--- src/rtl/i2c_tgt_pkg.sv ---
package i2c_tgt_pkg;
    localparam int DATA_W = 8;
    localparam int ADDR_W = DATA_W - 1;
    localparam int CNT_W  = $clog2(DATA_W + 1);

    typedef enum logic [2:0] {
        ST_IDLE,
        ST_ADDR,
        ST_ADDR_ACK,
        ST_WR_BYTE,
        ST_WR_ACK,
        ST_RD_BYTE,
        ST_RD_ACK,
        ST_RD_NEXT
    } tgt_state_e;
endpackage

--- src/rtl/i2c_tgt_sync.sv ---
module i2c_tgt_sync #(
    parameter int STAGES = 2
) (
    input  logic clk,
    input  logic rst_n,
    input  logic scl_i,
    input  logic sda_i,
    output logic scl_s,
    output logic sda_s,
    output logic scl_rise,
    output logic scl_fall,
    output logic start_det,
    output logic stop_det
);
    logic [STAGES-1:0] scl_ff;
    logic [STAGES-1:0] sda_ff;
    logic              scl_d;
    logic              sda_d;

    // The idle bus is high, so the chains reset to ones.
    always_ff @(posedge clk or negedge rst_n) begin
        if (!rst_n) begin
            scl_ff <= '1;
            sda_ff <= '1;
            scl_d  <= 1'b1;
            sda_d  <= 1'b1;
        end else begin
            scl_ff <= {scl_ff[STAGES-2:0], scl_i};
            sda_ff <= {sda_ff[STAGES-2:0], sda_i};
            scl_d  <= scl_ff[STAGES-1];
            sda_d  <= sda_ff[STAGES-1];
        end
    end

    assign scl_s     = scl_ff[STAGES-1];
    assign sda_s     = sda_ff[STAGES-1];
    assign scl_rise  = scl_s & ~scl_d;
    assign scl_fall  = ~scl_s & scl_d;
    assign start_det = scl_s & scl_d & sda_d & ~sda_s;
    assign stop_det  = scl_s & scl_d & ~sda_d & sda_s;
endmodule

--- src/rtl/i2c_tgt_fsm.sv ---
module i2c_tgt_fsm
    import i2c_tgt_pkg::*;
(
    input  logic              clk,
    input  logic              rst_n,
    input  logic              active,
    input  logic              scl_s,
    input  logic              sda_s,
    input  logic              scl_rise,
    input  logic              scl_fall,
    input  logic              start_det,
    input  logic              stop_det,
    input  logic [ADDR_W-1:0] own_addr,
    input  logic [DATA_W-1:0] thr_q,
    output logic              sda_oe,
    output logic              ev_match,
    output logic              ev_dir,
    output logic              ev_rx,
    output logic [DATA_W-1:0] rx_byte,
    output logic              ev_acksmp,
    output logic              ev_nack
);
    tgt_state_e        state, nxt;
    logic [CNT_W-1:0]  cnt;
    logic [DATA_W-1:0] rx_sh;
    logic [DATA_W-1:0] tx_sh;
    logic              byte_full;
    logic              addr_hit;

    assign byte_full = (cnt == CNT_W'(DATA_W));
    assign addr_hit  = (rx_sh[DATA_W-1:1] == own_addr);

    always_ff @(posedge clk or negedge rst_n) begin
        if (!rst_n) state <= ST_IDLE;
        else        state <= nxt;
    end

    always_comb begin
        nxt = state;
        if (!active || stop_det) begin
            nxt = ST_IDLE;
        end else if (start_det) begin
            nxt = ST_ADDR;
        end else begin
            unique case (state)
                ST_IDLE:     nxt = ST_IDLE;
                ST_ADDR:     if (scl_fall && byte_full) nxt = addr_hit ? ST_ADDR_ACK : ST_IDLE;
                ST_ADDR_ACK: if (scl_fall) nxt = rx_sh[0] ? ST_RD_BYTE : ST_WR_BYTE;
                ST_WR_BYTE:  if (scl_fall && byte_full) nxt = ST_WR_ACK;
                ST_WR_ACK:   if (scl_fall) nxt = ST_WR_BYTE;
                ST_RD_BYTE:  if (scl_fall && byte_full) nxt = ST_RD_ACK;
                ST_RD_ACK:   if (scl_rise) nxt = sda_s ? ST_IDLE : ST_RD_NEXT;
                ST_RD_NEXT:  if (scl_fall) nxt = ST_RD_BYTE;
                default:     nxt = ST_IDLE;
            endcase
        end
    end

    always_ff @(posedge clk or negedge rst_n) begin
        if (!rst_n) begin
            cnt       <= '0;
            rx_sh     <= '0;
            tx_sh     <= '0;
            sda_oe    <= 1'b0;
            ev_match  <= 1'b0;
            ev_dir    <= 1'b0;
            ev_rx     <= 1'b0;
            rx_byte   <= '0;
            ev_acksmp <= 1'b0;
            ev_nack   <= 1'b0;
        end else begin
            ev_match  <= 1'b0;
            ev_rx     <= 1'b0;
            ev_acksmp <= 1'b0;
            ev_nack   <= 1'b0;
            if (!active || stop_det || start_det) begin
                sda_oe <= 1'b0;
                cnt    <= '0;
            end else begin
                unique case (state)
                    ST_IDLE: sda_oe <= 1'b0;
                    ST_ADDR, ST_WR_BYTE: begin
                        if (scl_rise) begin
                            rx_sh <= {rx_sh[DATA_W-2:0], sda_s};
                            cnt   <= cnt + 1'b1;
                        end
                        if (scl_fall && byte_full) begin
                            if (state == ST_WR_BYTE) begin
                                sda_oe  <= 1'b1;
                                ev_rx   <= 1'b1;
                                rx_byte <= rx_sh;
                            end else if (addr_hit) begin
                                sda_oe   <= 1'b1;
                                ev_match <= 1'b1;
                                ev_dir   <= rx_sh[0];
                            end
                        end
                    end
                    ST_ADDR_ACK, ST_WR_ACK: begin
                        if (scl_fall) begin
                            cnt <= '0;
                            if (state == ST_ADDR_ACK && rx_sh[0]) begin
                                tx_sh  <= thr_q;
                                sda_oe <= ~thr_q[DATA_W-1];
                            end else begin
                                sda_oe <= 1'b0;
                            end
                        end
                    end
                    ST_RD_BYTE: begin
                        if (scl_rise) cnt <= cnt + 1'b1;
                        if (scl_fall) begin
                            if (byte_full) begin
                                sda_oe <= 1'b0;
                            end else begin
                                tx_sh  <= tx_sh << 1;
                                sda_oe <= ~tx_sh[DATA_W-2];
                            end
                        end
                    end
                    ST_RD_ACK: begin
                        if (scl_rise) begin
                            ev_acksmp <= 1'b1;
                            ev_nack   <= sda_s;
                        end
                    end
                    ST_RD_NEXT: begin
                        if (scl_fall) begin
                            tx_sh  <= thr_q;
                            sda_oe <= ~thr_q[DATA_W-1];
                            cnt    <= '0;
                        end
                    end
                    default: sda_oe <= 1'b0;
                endcase
            end
        end
    end

    // the data line is only pulled low while the clock is low
    assert_oe_rise_scl_low_R4: assert property (@(posedge clk) disable iff (!rst_n)
        $rose(sda_oe) |-> !scl_s);

    // a disabled target stays off the bus and reports no match
    assert_disabled_quiet_R9: assert property (@(posedge clk) disable iff (!rst_n)
        !active |=> (!sda_oe && !ev_match));
endmodule

--- src/rtl/i2c_tgt_flags.sv ---
module i2c_tgt_flags
    import i2c_tgt_pkg::*;
(
    input  logic              clk,
    input  logic              rst_n,
    input  logic              frame_end,
    input  logic              ev_match,
    input  logic              ev_dir,
    input  logic              ev_rx,
    input  logic [DATA_W-1:0] rx_byte,
    input  logic              ev_acksmp,
    input  logic              ev_nack,
    input  logic              thr_wr,
    input  logic [DATA_W-1:0] thr_data,
    input  logic              rdr_rd,
    output logic [DATA_W-1:0] thr_q,
    output logic [DATA_W-1:0] rdr_data,
    output logic              access,
    output logic              read,
    output logic              eoa,
    output logic              txrdy,
    output logic              txcomp,
    output logic              nack,
    output logic              rxrdy
);
    always_ff @(posedge clk or negedge rst_n) begin
        if (!rst_n) begin
            thr_q    <= '0;
            rdr_data <= '0;
            access   <= 1'b0;
            read     <= 1'b0;
            eoa      <= 1'b0;
            txrdy    <= 1'b1;
            txcomp   <= 1'b1;
            nack     <= 1'b0;
            rxrdy    <= 1'b0;
        end else begin
            eoa <= 1'b0;
            if (frame_end && access) begin
                access <= 1'b0;
                eoa    <= 1'b1;
                if (read) txcomp <= 1'b1;
            end
            if (ev_match) begin
                access <= 1'b1;
                read   <= ev_dir;
                nack   <= 1'b0;
                if (ev_dir) txcomp <= 1'b0;
            end
            if (ev_nack) nack <= 1'b1;
            if (thr_wr) begin
                thr_q <= thr_data;
                txrdy <= 1'b0;
            end else if (ev_acksmp) begin
                txrdy <= 1'b1;
            end
            if (ev_rx) begin
                rdr_data <= rx_byte;
                rxrdy    <= 1'b1;
            end else if (rdr_rd) begin
                rxrdy <= 1'b0;
            end
        end
    end

    // a holding register write leaves transmit-ready low
    assert_txrdy_clear_R5: assert property (@(posedge clk) disable iff (!rst_n)
        thr_wr |=> !txrdy);

    // end of access is reported only as access drops
    assert_eoa_pulse_R7: assert property (@(posedge clk) disable iff (!rst_n)
        eoa |-> (!access && $past(access)));

    // a receive register read clears receive-ready
    assert_rxrdy_clear_R3: assert property (@(posedge clk) disable iff (!rst_n)
        (rdr_rd && !ev_rx) |=> !rxrdy);
endmodule

--- src/rtl/i2c_tgt_ctrl.sv ---
module i2c_tgt_ctrl
    import i2c_tgt_pkg::*;
#(
    parameter int SYNC_STAGES = 2
) (
    input  logic              clk,
    input  logic              rst_n,
    input  logic              scl_i,
    input  logic              sda_i,
    output logic              sda_oe,
    input  logic [ADDR_W-1:0] own_addr,
    input  logic              tgt_en,
    input  logic              ctl_en,
    input  logic              thr_wr,
    input  logic [DATA_W-1:0] thr_data,
    input  logic              rdr_rd,
    output logic [DATA_W-1:0] rdr_data,
    output logic              st_access,
    output logic              st_read,
    output logic              st_eoa,
    output logic              st_txrdy,
    output logic              st_txcomp,
    output logic              st_nack,
    output logic              st_rxrdy
);
    logic              active;
    logic              scl_s, sda_s, scl_rise, scl_fall, start_det, stop_det;
    logic              ev_match, ev_dir, ev_rx, ev_acksmp, ev_nack;
    logic [DATA_W-1:0] rx_byte;
    logic [DATA_W-1:0] thr_q;

    assign active = tgt_en & ~ctl_en;

    i2c_tgt_sync #(.STAGES(SYNC_STAGES)) u_sync (
        .clk(clk), .rst_n(rst_n), .scl_i(scl_i), .sda_i(sda_i),
        .scl_s(scl_s), .sda_s(sda_s), .scl_rise(scl_rise), .scl_fall(scl_fall),
        .start_det(start_det), .stop_det(stop_det)
    );

    i2c_tgt_fsm u_fsm (
        .clk(clk), .rst_n(rst_n), .active(active), .scl_s(scl_s), .sda_s(sda_s),
        .scl_rise(scl_rise), .scl_fall(scl_fall), .start_det(start_det),
        .stop_det(stop_det), .own_addr(own_addr), .thr_q(thr_q), .sda_oe(sda_oe),
        .ev_match(ev_match), .ev_dir(ev_dir), .ev_rx(ev_rx), .rx_byte(rx_byte),
        .ev_acksmp(ev_acksmp), .ev_nack(ev_nack)
    );

    i2c_tgt_flags u_flags (
        .clk(clk), .rst_n(rst_n), .frame_end((start_det | stop_det) & active),
        .ev_match(ev_match), .ev_dir(ev_dir), .ev_rx(ev_rx), .rx_byte(rx_byte),
        .ev_acksmp(ev_acksmp), .ev_nack(ev_nack), .thr_wr(thr_wr),
        .thr_data(thr_data), .rdr_rd(rdr_rd), .thr_q(thr_q), .rdr_data(rdr_data),
        .access(st_access), .read(st_read), .eoa(st_eoa), .txrdy(st_txrdy),
        .txcomp(st_txcomp), .nack(st_nack), .rxrdy(st_rxrdy)
    );

    // a new access is always accompanied by the address acknowledge
    assert_access_acked_R2: assert property (@(posedge clk) disable iff (!rst_n)
        $rose(st_access) |-> sda_oe);
endmodule

--- config.mk ---
export PLATFORM = sky130hd
export DESIGN_NAME = i2c_tgt_ctrl
export DESIGN_NICKNAME = d
export VERILOG_FILES = /design/src/rtl/i2c_tgt_pkg.sv /design/src/rtl/i2c_tgt_sync.sv /design/src/rtl/i2c_tgt_fsm.sv /design/src/rtl/i2c_tgt_flags.sv /design/src/rtl/i2c_tgt_ctrl.sv
export SDC_FILE = /design/constraint.sdc
export NUM_CORES = 1
export LEC_CHECK = 0
export BUFFER_PORTS_ARGS = -buffer_cell sky130_fd_sc_hd__buf_2
export CORE_ASPECT_RATIO = 1.1
export CORE_MARGIN = 2
export CORE_UTILIZATION = 55
export DETAILED_ROUTE_END_ITERATION = 6
export GPL_TIMING_DRIVEN = 0
export PLACE_DENSITY = 0.86
export SLEW_MARGIN = 30
export SYNTH_ARGS = -nofsm -noshare
export SYNTH_HDL_FRONTEND = slang
export SYNTH_SLANG_ARGS = --single-unit
--- constraint.sdc ---
create_clock -name clk -period 4.33 [get_ports clk]
set_input_delay 0.433 -clock clk [delete_from_list [all_inputs] [get_ports clk]]
set_output_delay 0.433 -clock clk [all_outputs]
set_load 0.1 [all_outputs]
==> qor.csv, run 1 <==
stage,metric,value,unit
status,status,"finished, final reports clean",
timing,Worst-Margin Slew,794,ps
yosys,register area share after synthesis,55.4,%
floorplan,die area,5970,um^2
yosys,Synth async-reset ratio,100,%
global_route,pin count of the biggest net entering global routing,66,
timing,fin crit period,1800,ps
cts,CTS Hold Buffers Added,0,
detailed_routing,via count,2029,
cts,Max clock buf depth,2,
timing,Final Hold Fails,0,
floorplan,core area,5100,um^2
critical_path,CP Class,flop to flop,
critical_path,worst r2r src,u_fsm.cnt[0],
global_route,vias in the first global route,1969,
power,leakage power,1.73,nW
place,dpl hpwl,3.62,mm
timing,Slew Limit Fails,0,
detailed_routing,Initial DRT Pass Iterations,4,
final_layout,"commonest non-fill, non-tap cells in the layout","dfrtp_1, buf_2, mux2_2",
floorplan,# IOs,39,
place,Placer Congestion,0.883,
cts,H-tree depth,3,
yosys,syn avg cell area,11.9,um^2
yosys,"EDFF count, synth",0,
timing,Rel. slew slack,47.1,%
place,# placed instances,358,
floorplan,initial cell density of the core,57.9,%
cts,CTS tree,done,
timing,Setup TNS,0,ps
critical_path,Reg2Reg Depth,6,
global_route,first-pass GRT wire length,8.91,mm
floorplan,Die W,73.9,um
critical_path,Worst setup SP type,flop,
detailed_routing,"antenna viol nets, final",0,
timing,Setup Viol. Count Final,0,
cts,Clock transition at path regs,70,ps
yosys,Synth Instances,249,
cts,cts bufs inserted,9,
final_layout,"leading cell type in the layout, fill and taps excluded",dfrtp_1,
detailed_routing,via/cell ratio,5.43,
critical_path,Worst EP required,4560,ps
floorplan,die height,80.9,um
final_layout,"Net count, final",322,
yosys,flop and latch count out of synthesis,65,
timing,RSZ-0062 raised after global routing,false,
timing,max frequency,557,MHz
final_layout,fin cells,374,
final_layout,Inserted Diodes,0,
cts,Clock Tree Root,clkbuf_8,
yosys,Main synth FF type,dfrtp_1,
timing,PnR worst setup slack,2530,ps
yosys,syn_nets,274,
run,max_cap viols,0,
detailed_routing,DRT iter0 DRCs,109,
detailed_routing,WL final,5.13,mm
critical_path,critical path data arrival time,2020,ps
timing,Final period util,41.5,%
place,worst setup slack after placement,2420,ps
power,P per Cell Area,372,nW/um^2
yosys,Synth warnings,0,
cts,Num Clock Sinks,65,
critical_path,R2R setup slack,2530,ps
yosys,Mapped Area,2950,um^2
yosys,number of distinct library cells after synthesis,47,
cts,Post-CTS Setup Repair Bufs,0,
global_route,initial antenna violation count,0,
detailed_routing,DR DRC count,0,
critical_path,crit path capture type,flop,
place,PortBufs,37,
timing,skew final,9.43,ps
power,Max VDD drop,0.255,mV
global_route,GRT Total Usage,20.0,%
final_layout,Area growth syn-to-layout,17.2,%
final_layout,layout cells sized above 1,33.1,%
detailed_routing,DR WL/cell,13.7,um
critical_path,R2R Path End,u_fsm.rx_byte[6],
min_path,worst hold path class,input port to asynchronous set/reset pin,
global_route,"Remaining Overflow, GRT",0,
floorplan,total number of placement rows,27,
cts,post-CTS sizing,0,
critical_path,Worst Path Max Fanout,8,
cts,clk_lat worst skew,340,ps
cell families after synthesis:
family	synth area share, %
adders and majority gates	1.23
xor gates and xnor gates	2.67
AOI/OAI and AO/OA	9.24
and+or+nand+nor	12.9
muxes	15.5
DFF	55.4
buffers and inverters	3.01
state kept, by name, indices dropped and copies added (netlist names):
register	cells
u_flags.thr_q	8
u_flags.txrdy	1
u_flags.rxrdy	1
u_flags.nack	1
u_flags.access	1
u_sync.sda_d	1
u_sync.scl_ff	2
u_sync.sda_ff	2
u_fsm.sda_oe	1
u_flags.read	1
u_flags.txcomp	1
u_flags.rdr_data	8
u_fsm.cnt	4
u_fsm.ev_match	1
u_fsm.ev_nack	1
u_fsm.ev_acksmp	1
u_fsm.ev_rx	1
u_flags.eoa	1
u_fsm.tx_sh	7
u_sync.scl_d	1
u_fsm.rx_byte	8
u_fsm.ev_dir	1
u_fsm.rx_sh	8
u_fsm.state	3
routing by layer:
layer  GRT usage (%)  vias to the layer above  routed length (um)
met5               0                        -                   0
met4            13.1                        0                 145
met3            4.96                       13                 279
met2            29.6                       77                2330
met1            26.1                      962                2380
li1                -                      977                   -
report_power, final:
group / switching [W] / internal, W
sequential: 0.0000101 / 0.000626
combinational: 0.0000504 / 0.0000266
clock: 0.000233 / 0.000341
total: 0.000294 / 0.000994
layout make-up:
type	count	area, um^2
fillers	383	1640
flip-flops and latches	65	1640
multi-input cells	167	1230
repair buffers	37	188
clock buffers	10	138
clock inverters	6	91.3
well taps	72	90.1
plain buffers	9	58.8
inverters	8	30.0
per-stage QoR:
| step | util [%] | hold WS, ps | instance area [um^2] | total power, W |
|---|---|---|---|---|
| CTS | 67.8 | 175 | 3460 | 0.00130 |
| floorplan | - | 137 | 2950 | 0.000693 |
| global route | 67.8 | 173 | 3460 | 0.00134 |
| detailed placement | 63.3 | 348 | 3230 | 0.000725 |
| global placement | 63.3 | 346 | 3230 | 0.000723 |
| finish | 67.8 | 164 | 3460 | 0.00129 |
worst max-delay path, cell delays in order (launching register included):
cell and delay [ps]:
dfrtp_1 400, inv_1 90, ha_1 170, nand3b_1 210, nor2_1 240, nand4_4 210
mux2_1 360
how the worst max path moves through the flow:
stage                      start          endpoint  slack [ps]  depth (start not counted)
floorplan            own_addr[3]      u_fsm.ev_dir        2700                          5
global placement     own_addr[3]      u_fsm.ev_dir        2440                          6
detailed placement   own_addr[3]      u_fsm.ev_dir        2420                          6
CTS                 u_fsm.cnt[0]  u_fsm.rx_byte[6]        2520                          6
global route        u_fsm.cnt[0]  u_fsm.rx_byte[6]        2380                          6
finish              u_fsm.cnt[0]  u_fsm.rx_byte[6]        2530                          6
synthesized netlist by cell type (6+ instances only):
cell type / n / share of area [%]
o21ai_0: 7 / 1.2
nand2_1: 21 / 2.7
dfrtp_1: 57 / 48
xnor2_1: 8 / 2.4
o21ai_1: 9 / 1.5
inv_1: 7 / 0.89
mux2i_1: 6 / 2.0
mux2_1: 9 / 3.4
dfstp_2: 8 / 7.1
mux2_2: 25 / 9.5
a21oi_1: 9 / 1.5
nor2_1: 10 / 1.3
nor2b_1: 6 / 1.3
Power figures use the tool's default switching activity.
==> run 2, diff against run 1 <==
- ABC_AREA: not set -> 1
- PLACE_DENSITY: 0.86 -> 0.85
- clock period: 4.33 -> 1.7 ns (I/O delays scaled with it)
==> qor.csv, run 2 <==
stage,metric,value,unit,change
timing,Slew Limit Fails,0,,unchanged
yosys,"EDFF count, synth",0,,unchanged
final_layout,layout cells sized above 1,28.5,%,was 33.1%
global_route,pin count of the biggest net entering global routing,66,,unchanged
status,status,"finished, final reports clean",,unchanged
detailed_routing,DR DRC count,0,,unchanged
critical_path,Worst setup SP type,flop,,unchanged
global_route,first-pass GRT wire length,10.6,mm,was 8.91 mm
timing,RSZ-0062 raised after global routing,true,,was false
min_path,WHS Path Cells,3,,
min_path,hold path startpoint,thr_data[1],,
place,dpl hpwl,4.30,mm,was 3.62 mm
yosys,Synth warnings,0,,unchanged
power,clock power share,41.0,%,was 44.7%
critical_path,cells along the critical path,"buf_6, inv_2, nand3_1, nand2_2, inv_1, nor2_2, nand2_2, buf_6, nand2_1, o21ai_2",,"was inv_1, ha_1, nand3b_1, nor2_1, nand4_4, mux2_1"
cts,Num Clock Sinks,65,,unchanged
power,Combinational Power Share,8.2,%,was 6.0%
yosys,area share of the largest cell type after synthesis,45.7,%,was 48.3%
cts,clk_lat worst skew,350,ps,was 340 ps
yosys,Mapped Area,3120,um^2,was 2950 um^2
yosys,Main synth FF type,dfrtp_1,,unchanged
cts,cts bufs inserted,9,,unchanged
power,leakage power,1.97,nW,was 1.73 nW
yosys,register area share after synthesis,52.5,%,was 55.4%
floorplan,die height,83.0,um,was 80.9 um
min_path,worst hold path class,input port to flop,,was input port to asynchronous set/reset pin
place,Placer Congestion,0.863,,was 0.883
place,# placed instances,484,,was 358
detailed_routing,DR WL/cell,12.9,um,was 13.7 um
final_layout,final core occ,69.5,%,was 67.8%
floorplan,Die W,75.8,um,was 73.9 um
timing,Final Hold Fails,0,,unchanged
final_layout,Area growth syn-to-layout,21.0,%,was 17.2%
cts,Clock Tree Root,clkbuf_8,,unchanged
yosys,"area leader, netlist",dfrtp_1,,unchanged
timing,skew final,7.47,ps,was 9.43 ps
yosys,syn avg cell area,8.40,um^2,was 11.9 um^2
critical_path,CP Class,flop to flop,,unchanged
critical_path,critical path data arrival time,1920,ps,was 2020 ps
detailed_routing,Initial DRT Pass Iterations,4,,unchanged
yosys,Area contributors post-synth,"dfrtp_1, nand2_1, dfstp_2",,"was dfrtp_1, mux2_2, dfstp_2"
final_layout,"commonest non-fill, non-tap cells in the layout","nand2_1, dfrtp_1, inv_1",,"was dfrtp_1, buf_2, mux2_2"
cts,Max clock buf depth,2,,unchanged
timing,Rel. slew slack,47.0,%,was 47.1%
global_route,initial antenna violation count,0,,unchanged
power,Sequential Power Share,50.8,%,was 49.4%
power,Max VDD drop,0.638,mV,was 0.255 mV
timing,fin crit period,1680,ps,was 1800 ps
critical_path,Worst EP required,1930,ps,was 4560 ps
critical_path,"Max stage delay cell, worst path",dfrtp_1,,unchanged
detailed_routing,via/cell ratio,5.20,,was 5.43
cts,CTS tree,done,,unchanged
cts,H-tree depth,3,,unchanged
final_layout,fill cell count,393,,was 383
yosys,syn_nets,396,,was 274
critical_path,critical path startpoint,u_fsm.state[2],,was u_fsm.cnt[0]
floorplan,total number of placement rows,28,,was 27
global_route,vias in the first global route,2398,,was 1969
yosys,Synth Instances,371,,was 249
global_route,GRT Total Usage,21.9,%,was 20.0%
timing,max frequency,594,MHz,was 557 MHz
detailed_routing,WL final,6.60,mm,was 5.13 mm
timing,Worst-Margin Slew,794,ps,about the same
floorplan,die area,6290,um^2,was 5970 um^2
power,Power Total,0.00317,W,was 0.00129 W
critical_path,worst r2r src,u_fsm.state[2],,was u_fsm.cnt[0]
yosys,Synth async-reset ratio,100,%,unchanged
yosys,number of distinct library cells after synthesis,31,,was 47
floorplan,initial cell density of the core,57.4,%,was 57.9%
run,max_cap viols,0,,unchanged
critical_path,critical path's largest stage delay,390,ps,was 400 ps
yosys,most frequent cell after synthesis,nand2_1,,was dfrtp_1
power,Sw Pwr,0.000786,W,was 0.000294 W
final_layout,"leading cell type in the layout, fill and taps excluded",nand2_1,,was dfrtp_1
timing,Final period util,99.0,%,was 41.5%
detailed_routing,via count,2667,,was 2029
yosys,"top cells by count, synth","nand2_1, dfrtp_1, inv_1",,"was dfrtp_1, mux2_2, nand2_1"
power,Net Sw Frac,24.8,%,was 22.8%
timing,Setup Viol. Count Final,0,,unchanged
floorplan,core area,5430,um^2,was 5100 um^2
final_layout,Inserted Diodes,0,,unchanged
floorplan,# IOs,39,,unchanged
power,Int Power,0.00238,W,was 0.000994 W
critical_path,Worst Path Max Fanout,10,,was 8
final_layout,fin cells,513,,was 374
place,PortBufs,38,,was 37
timing,final hold slack,35.1,ps,was 164 ps
power,P per Cell Area,839,nW/um^2,was 372 nW/um^2
critical_path,Reg2Reg Depth,10,,was 6
yosys,flop and latch count out of synthesis,65,,unchanged
critical_path,crit path capture type,flop,,unchanged
detailed_routing,DRT iter0 DRCs,228,,was 109
final_layout,"Net count, final",458,,was 322
cts,Clock transition at path regs,70,ps,about the same
detailed_routing,"antenna viol nets, final",0,,unchanged
global_route,"Remaining Overflow, GRT",0,,unchanged
-- run 2: cell types whose count changed in the layout (fill, tap and decap cells not counted), moves of 8 or more --
| cell | delta |
|---|---|
| o21ai_0 | +25 |
| nand2_1 | +92 |
| o21ai_2 | +14 |
| nor2_1 | +8 |
| inv_1 | +37 |
| mux2_2 | -24 |
| mux2_1 | -9 |
| nand3_1 | +8 |
| nand2_2 | +11 |
-- run 2: power groups by stage --
stage               registers (W)  logic (W)  clock network [W]
floorplan                 0.00169  0.0000896                  0
global placement          0.00163   0.000224                  0
detailed placement        0.00164   0.000232                  0
CTS                       0.00161   0.000249            0.00130
global route              0.00161   0.000290            0.00138
finish                    0.00161   0.000261            0.00130
-- run 2: repair_timing --
| item | 4_1_cts | 5_1_grt |
|---|---|---|
| gates resized for setup | 4 | 18 |
| setup endpoints to repair | 11 | 30 |
| hold buffers | 4 | 0 |
| buffers inserted | 1 | 8 |
| pin swaps | 1 | 4 |
| hold endpoints to repair | 60 | 0 |
-- run 2: kinds of logic after synthesis --
kind of cell | Yosys count | share of synthesized area, %
XOR/XNOR | 2 | 0.562
AND/OR/NAND/NOR | 180 | 25.5
multiplexers | 1 | 0.361
adder cells (fa/ha/maj) | 2 | 0.802
flip-flops | 65 | 52.5
AO/OA/AOI/OAI | 60 | 11.8
buffers and inverters | 61 | 8.43
-- run 2: worst max-delay path, delay by kind of cell (launching register included) --
family	cells	cell delay [ps]
buffers and inverters	4	480
flip-flops	1	390
AO/OA/AOI/OAI	1	50
AND/OR/NAND/NOR	5	640
-- run 2: area by class of cell --
class | count | area, um^2 | area share [%]
sequential | 65 | 1640 | 43.4
multi-input combinational | 245 | 1270 | 33.7
timing repair buffer | 51 | 313 | 8.29
inverter | 53 | 201 | 5.34
clock buffer | 13 | 149 | 3.95
tap | 75 | 93.8 | 2.49
buffer | 8 | 67.6 | 1.79
clock inverter | 3 | 40.0 | 1.06
-- run 2: metal layers --
layer | routed length [um] | global-route usage (%) | part of all wire, % | vias to the layer above
li1 | - | - | - | 1292
met1 | 2900 | 30.7 | 44 | 1276
met2 | 3240 | 33.1 | 49 | 85
met3 | 340 | 6.55 | 5.1 | 14
met4 | 117 | 6.22 | 1.8 | 0
met5 | 0 | 0 | 0 | -
-- run 2: path summary, 6_finish.rpt --
check	endpoint	slack (ps)
worst max-delay path	u_fsm.rx_sh[6]	20
worst min-delay path	u_flags.thr_q[1]	40
min in group asynchronous	u_fsm.rx_sh[5]	440
max in group asynchronous	u_fsm.state[0]	680
worst min register to register	u_sync.sda_ff[1]	360
worst max register to register	u_fsm.rx_sh[6]	20
-- run 2: stage by stage --
| step | worst slack, ps | TNS (ps) | instance area (um^2) |
|---|---|---|---|
| after detailed placement | -64.1 | -121 | 3400 |
| after global placement | -16.2 | -16.7 | 3400 |
| after CTS | 12.0 | 0 | 3670 |
| final | 16.3 | 0 | 3770 |
| after global routing | -49.4 | -191 | 3770 |
| after floorplan | 180 | 0 | 3120 |
==> run 3, diff against run 2 <==
- CELL_PAD_IN_SITES_DETAIL_PLACEMENT: not set -> 1
- CELL_PAD_IN_SITES_GLOBAL_PLACEMENT: not set -> 2
- CORE_UTILIZATION: 55 -> 34
- PLACE_DENSITY: 0.85 -> 0.87
- clock period: 1.7 -> 1.9 ns (I/O delays scaled with it)
==> qor.csv, run 3 (synthesized netlist as in run 2, its figures left out) <==
stage,metric,value,unit,change
power,Int Power,0.00200,W,was 0.00238 W
global_route,first-pass GRT wire length,12.3,mm,was 10.6 mm
timing,skew final,12.0,ps,was 7.47 ps
final_layout,"commonest non-fill, non-tap cells in the layout","nand2_1, dfrtp_1, inv_1",,unchanged
global_route,GRT Total Usage,15.8,%,was 21.9%
cts,Num Clock Sinks,65,,unchanged
cts,H-tree depth,3,,unchanged
place,DP Area,3470,um^2,was 3400 um^2
power,P per Cell Area,733,nW/um^2,was 839 nW/um^2
cts,cts bufs inserted,9,,unchanged
power,clock power share,38.8,%,was 41.0%
power,Net Sw Frac,26.6,%,was 24.8%
timing,Final Hold Fails,0,,unchanged
floorplan,die area,9950,um^2,was 6290 um^2
min_path,worst hold path class,input port to flop,,unchanged
timing,Worst-Margin Slew,488,ps,was 794 ps
final_layout,Seq. cell area,1640,um^2,about the same
timing,fin crit period,1740,ps,was 1680 ps
detailed_routing,Initial DRT Pass Iterations,4,,unchanged
detailed_routing,WL final,7.07,mm,was 6.60 mm
critical_path,"delay-heaviest family, CP",simple AND/OR/NAND/NOR gates,,unchanged
cts,clk_lat worst skew,340,ps,was 350 ps
final_layout,layout cells sized above 1,24.8,%,was 28.5%
floorplan,core area,8870,um^2,was 5430 um^2
timing,Slew Limit Fails,0,,unchanged
global_route,"Remaining Overflow, GRT",0,,unchanged
final_layout,fill cell count,1090,,was 393
cts,CTS tree,done,,unchanged
floorplan,die height,104,um,was 83.0 um
floorplan,initial cell density of the core,35.1,%,was 57.4%
detailed_routing,"antenna viol nets, final",0,,unchanged
final_layout,Inserted Diodes,0,,unchanged
global_route,pin count of the biggest net entering global routing,42,,was 66
cts,Clock Tree Root,clkbuf_8,,unchanged
power,Sw Pwr,0.000725,W,was 0.000786 W
detailed_routing,DR WL/cell,13.0,um,was 12.9 um
critical_path,cells along the critical path,"inv_1, nand3_2, nand3_2, nor2_1, nand2_2, buf_6, nand2_1, o21ai_2",,"was buf_6, inv_2, nand3_1, nand2_2, inv_1, nor2_2, nand2_2, buf_6, nand2_1, o21ai_2"
timing,Rel. slew slack,67.7,%,was 47.0%
critical_path,Worst setup SP type,flop,,unchanged
run,max_cap viols,0,,unchanged
critical_path,Worst Path Max Fanout,10,,unchanged
floorplan,Die W,95.3,um,was 75.8 um
final_layout,Area growth syn-to-layout,19.3,%,was 21.0%
power,leakage power,1.94,nW,was 1.97 nW
timing,max frequency,576,MHz,was 594 MHz
critical_path,critical path's largest stage delay,570,ps,was 390 ps
critical_path,crit path capture type,flop,,unchanged
final_layout,"Net count, final",452,,was 458
final_layout,"leading cell type in the layout, fill and taps excluded",nand2_1,,unchanged
critical_path,critical path data arrival time,1970,ps,was 1920 ps
floorplan,# IOs,39,,unchanged
final_layout,area occupied by multi-input gates,1230,um^2,was 1270 um^2
critical_path,"Max stage delay cell, worst path",dfstp_2,,was dfrtp_1
critical_path,WP buf/inv,2,,was 4
critical_path,"Top cell by count, worst path",nand3_2,,
timing,Setup Viol. Count Final,0,,unchanged
power,Sequential Power Share,52.8,%,was 50.8%
power,Combinational Power Share,8.4,%,was 8.2%
final_layout,final core occ,41.9,%,was 69.5%
place,PortBufs,38,,unchanged
place,Placer Congestion,0.770,,was 0.863
place,worst setup slack after placement,76.5,ps,was -64.1 ps
place,dpl hpwl,5.36,mm,was 4.30 mm
cts,Max clock buf depth,2,,unchanged
power,Max VDD drop,0.238,mV,was 0.638 mV
timing,PnR worst setup slack,165,ps,was 16.3 ps
detailed_routing,DR DRC count,0,,unchanged
detailed_routing,via count,2493,,was 2667
detailed_routing,DRT iter0 DRCs,72,,was 228
status,status,"finished, final reports clean",,unchanged
timing,Final period util,91.3,%,was 99.0%
cts,Clock transition at path regs,70,ps,about the same
floorplan,total number of placement rows,36,,was 28
critical_path,Worst EP required,2130,ps,was 1930 ps
global_route,initial antenna violation count,0,,unchanged
final_layout,Finished Cell Area,3720,um^2,was 3770 um^2
detailed_routing,via/cell ratio,4.57,,was 5.20
critical_path,CP Class,flop to flop,,unchanged
global_route,vias in the first global route,2649,,was 2398
[run 3: final timing paths]
path	start	to	slack (ps)	cells past startpoint
setup / recovery	u_sync.sda_ff[1]	u_fsm.rx_sh[6]	160	8
hold / removal	rdr_rd	u_flags.rxrdy	50	2
setup reg to reg	u_sync.sda_ff[1]	u_fsm.rx_sh[6]	160	8
max in group asynchronous	rst_n	u_sync.scl_ff[0]	1020	3
hold reg to reg	u_sync.sda_ff[0]	u_sync.sda_ff[1]	350	0
min in group asynchronous	rst_n	u_flags.rdr_data[7]	280	2
[run 3: what timing repair did]
action / in CTS / in global routing
resized for setup: 0 / 2
hold buffers: 3 / 0
setup buffers: 0 / 3
hold endpoints to repair: 22 / 0
setup endpoints to repair: 0 / 21
[run 3: area by class of cell]
cell class | count | share of cell area [%]
flip-flops and latches | 65 | 44.0
repair buffers | 45 | 7.47
inverters | 53 | 5.35
multi-input cells | 245 | 33.0
clock inverters | 4 | 0.774
clock buffers | 12 | 3.90
well taps | 114 | 3.83
plain buffers | 8 | 1.72
[run 3: routing by layer]
metal / GRT usage (%) / routed length, um
met1: 19.3 / 3180
met2: 26.8 / 3550
met3: 3.91 / 264
met4: 5.28 / 83
met5: 0 / 0
[run 3: stage by stage]
step	setup TNS, ps	hold slack (ps)	power, W	instances
after global routing	-3.25	38.0	0.00287	546
after detailed placement	0	120	0.00169	524
after CTS	0	34.8	0.00276	543
after global placement	0	300	0.00167	523
final	0	46.3	0.00273	546
after floorplan	0	-106	0.00159	371
[run 3: power groups by stage]
stage	Sequential [W]	Clock, W	Combinational [W]
floorplan	0.00151	0	0.0000802
global placement	0.00146	0	0.000208
detailed placement	0.00147	0	0.000221
CTS	0.00144	0.00109	0.000226
global route	0.00144	0.00116	0.000263
finish	0.00144	0.00106	0.000230
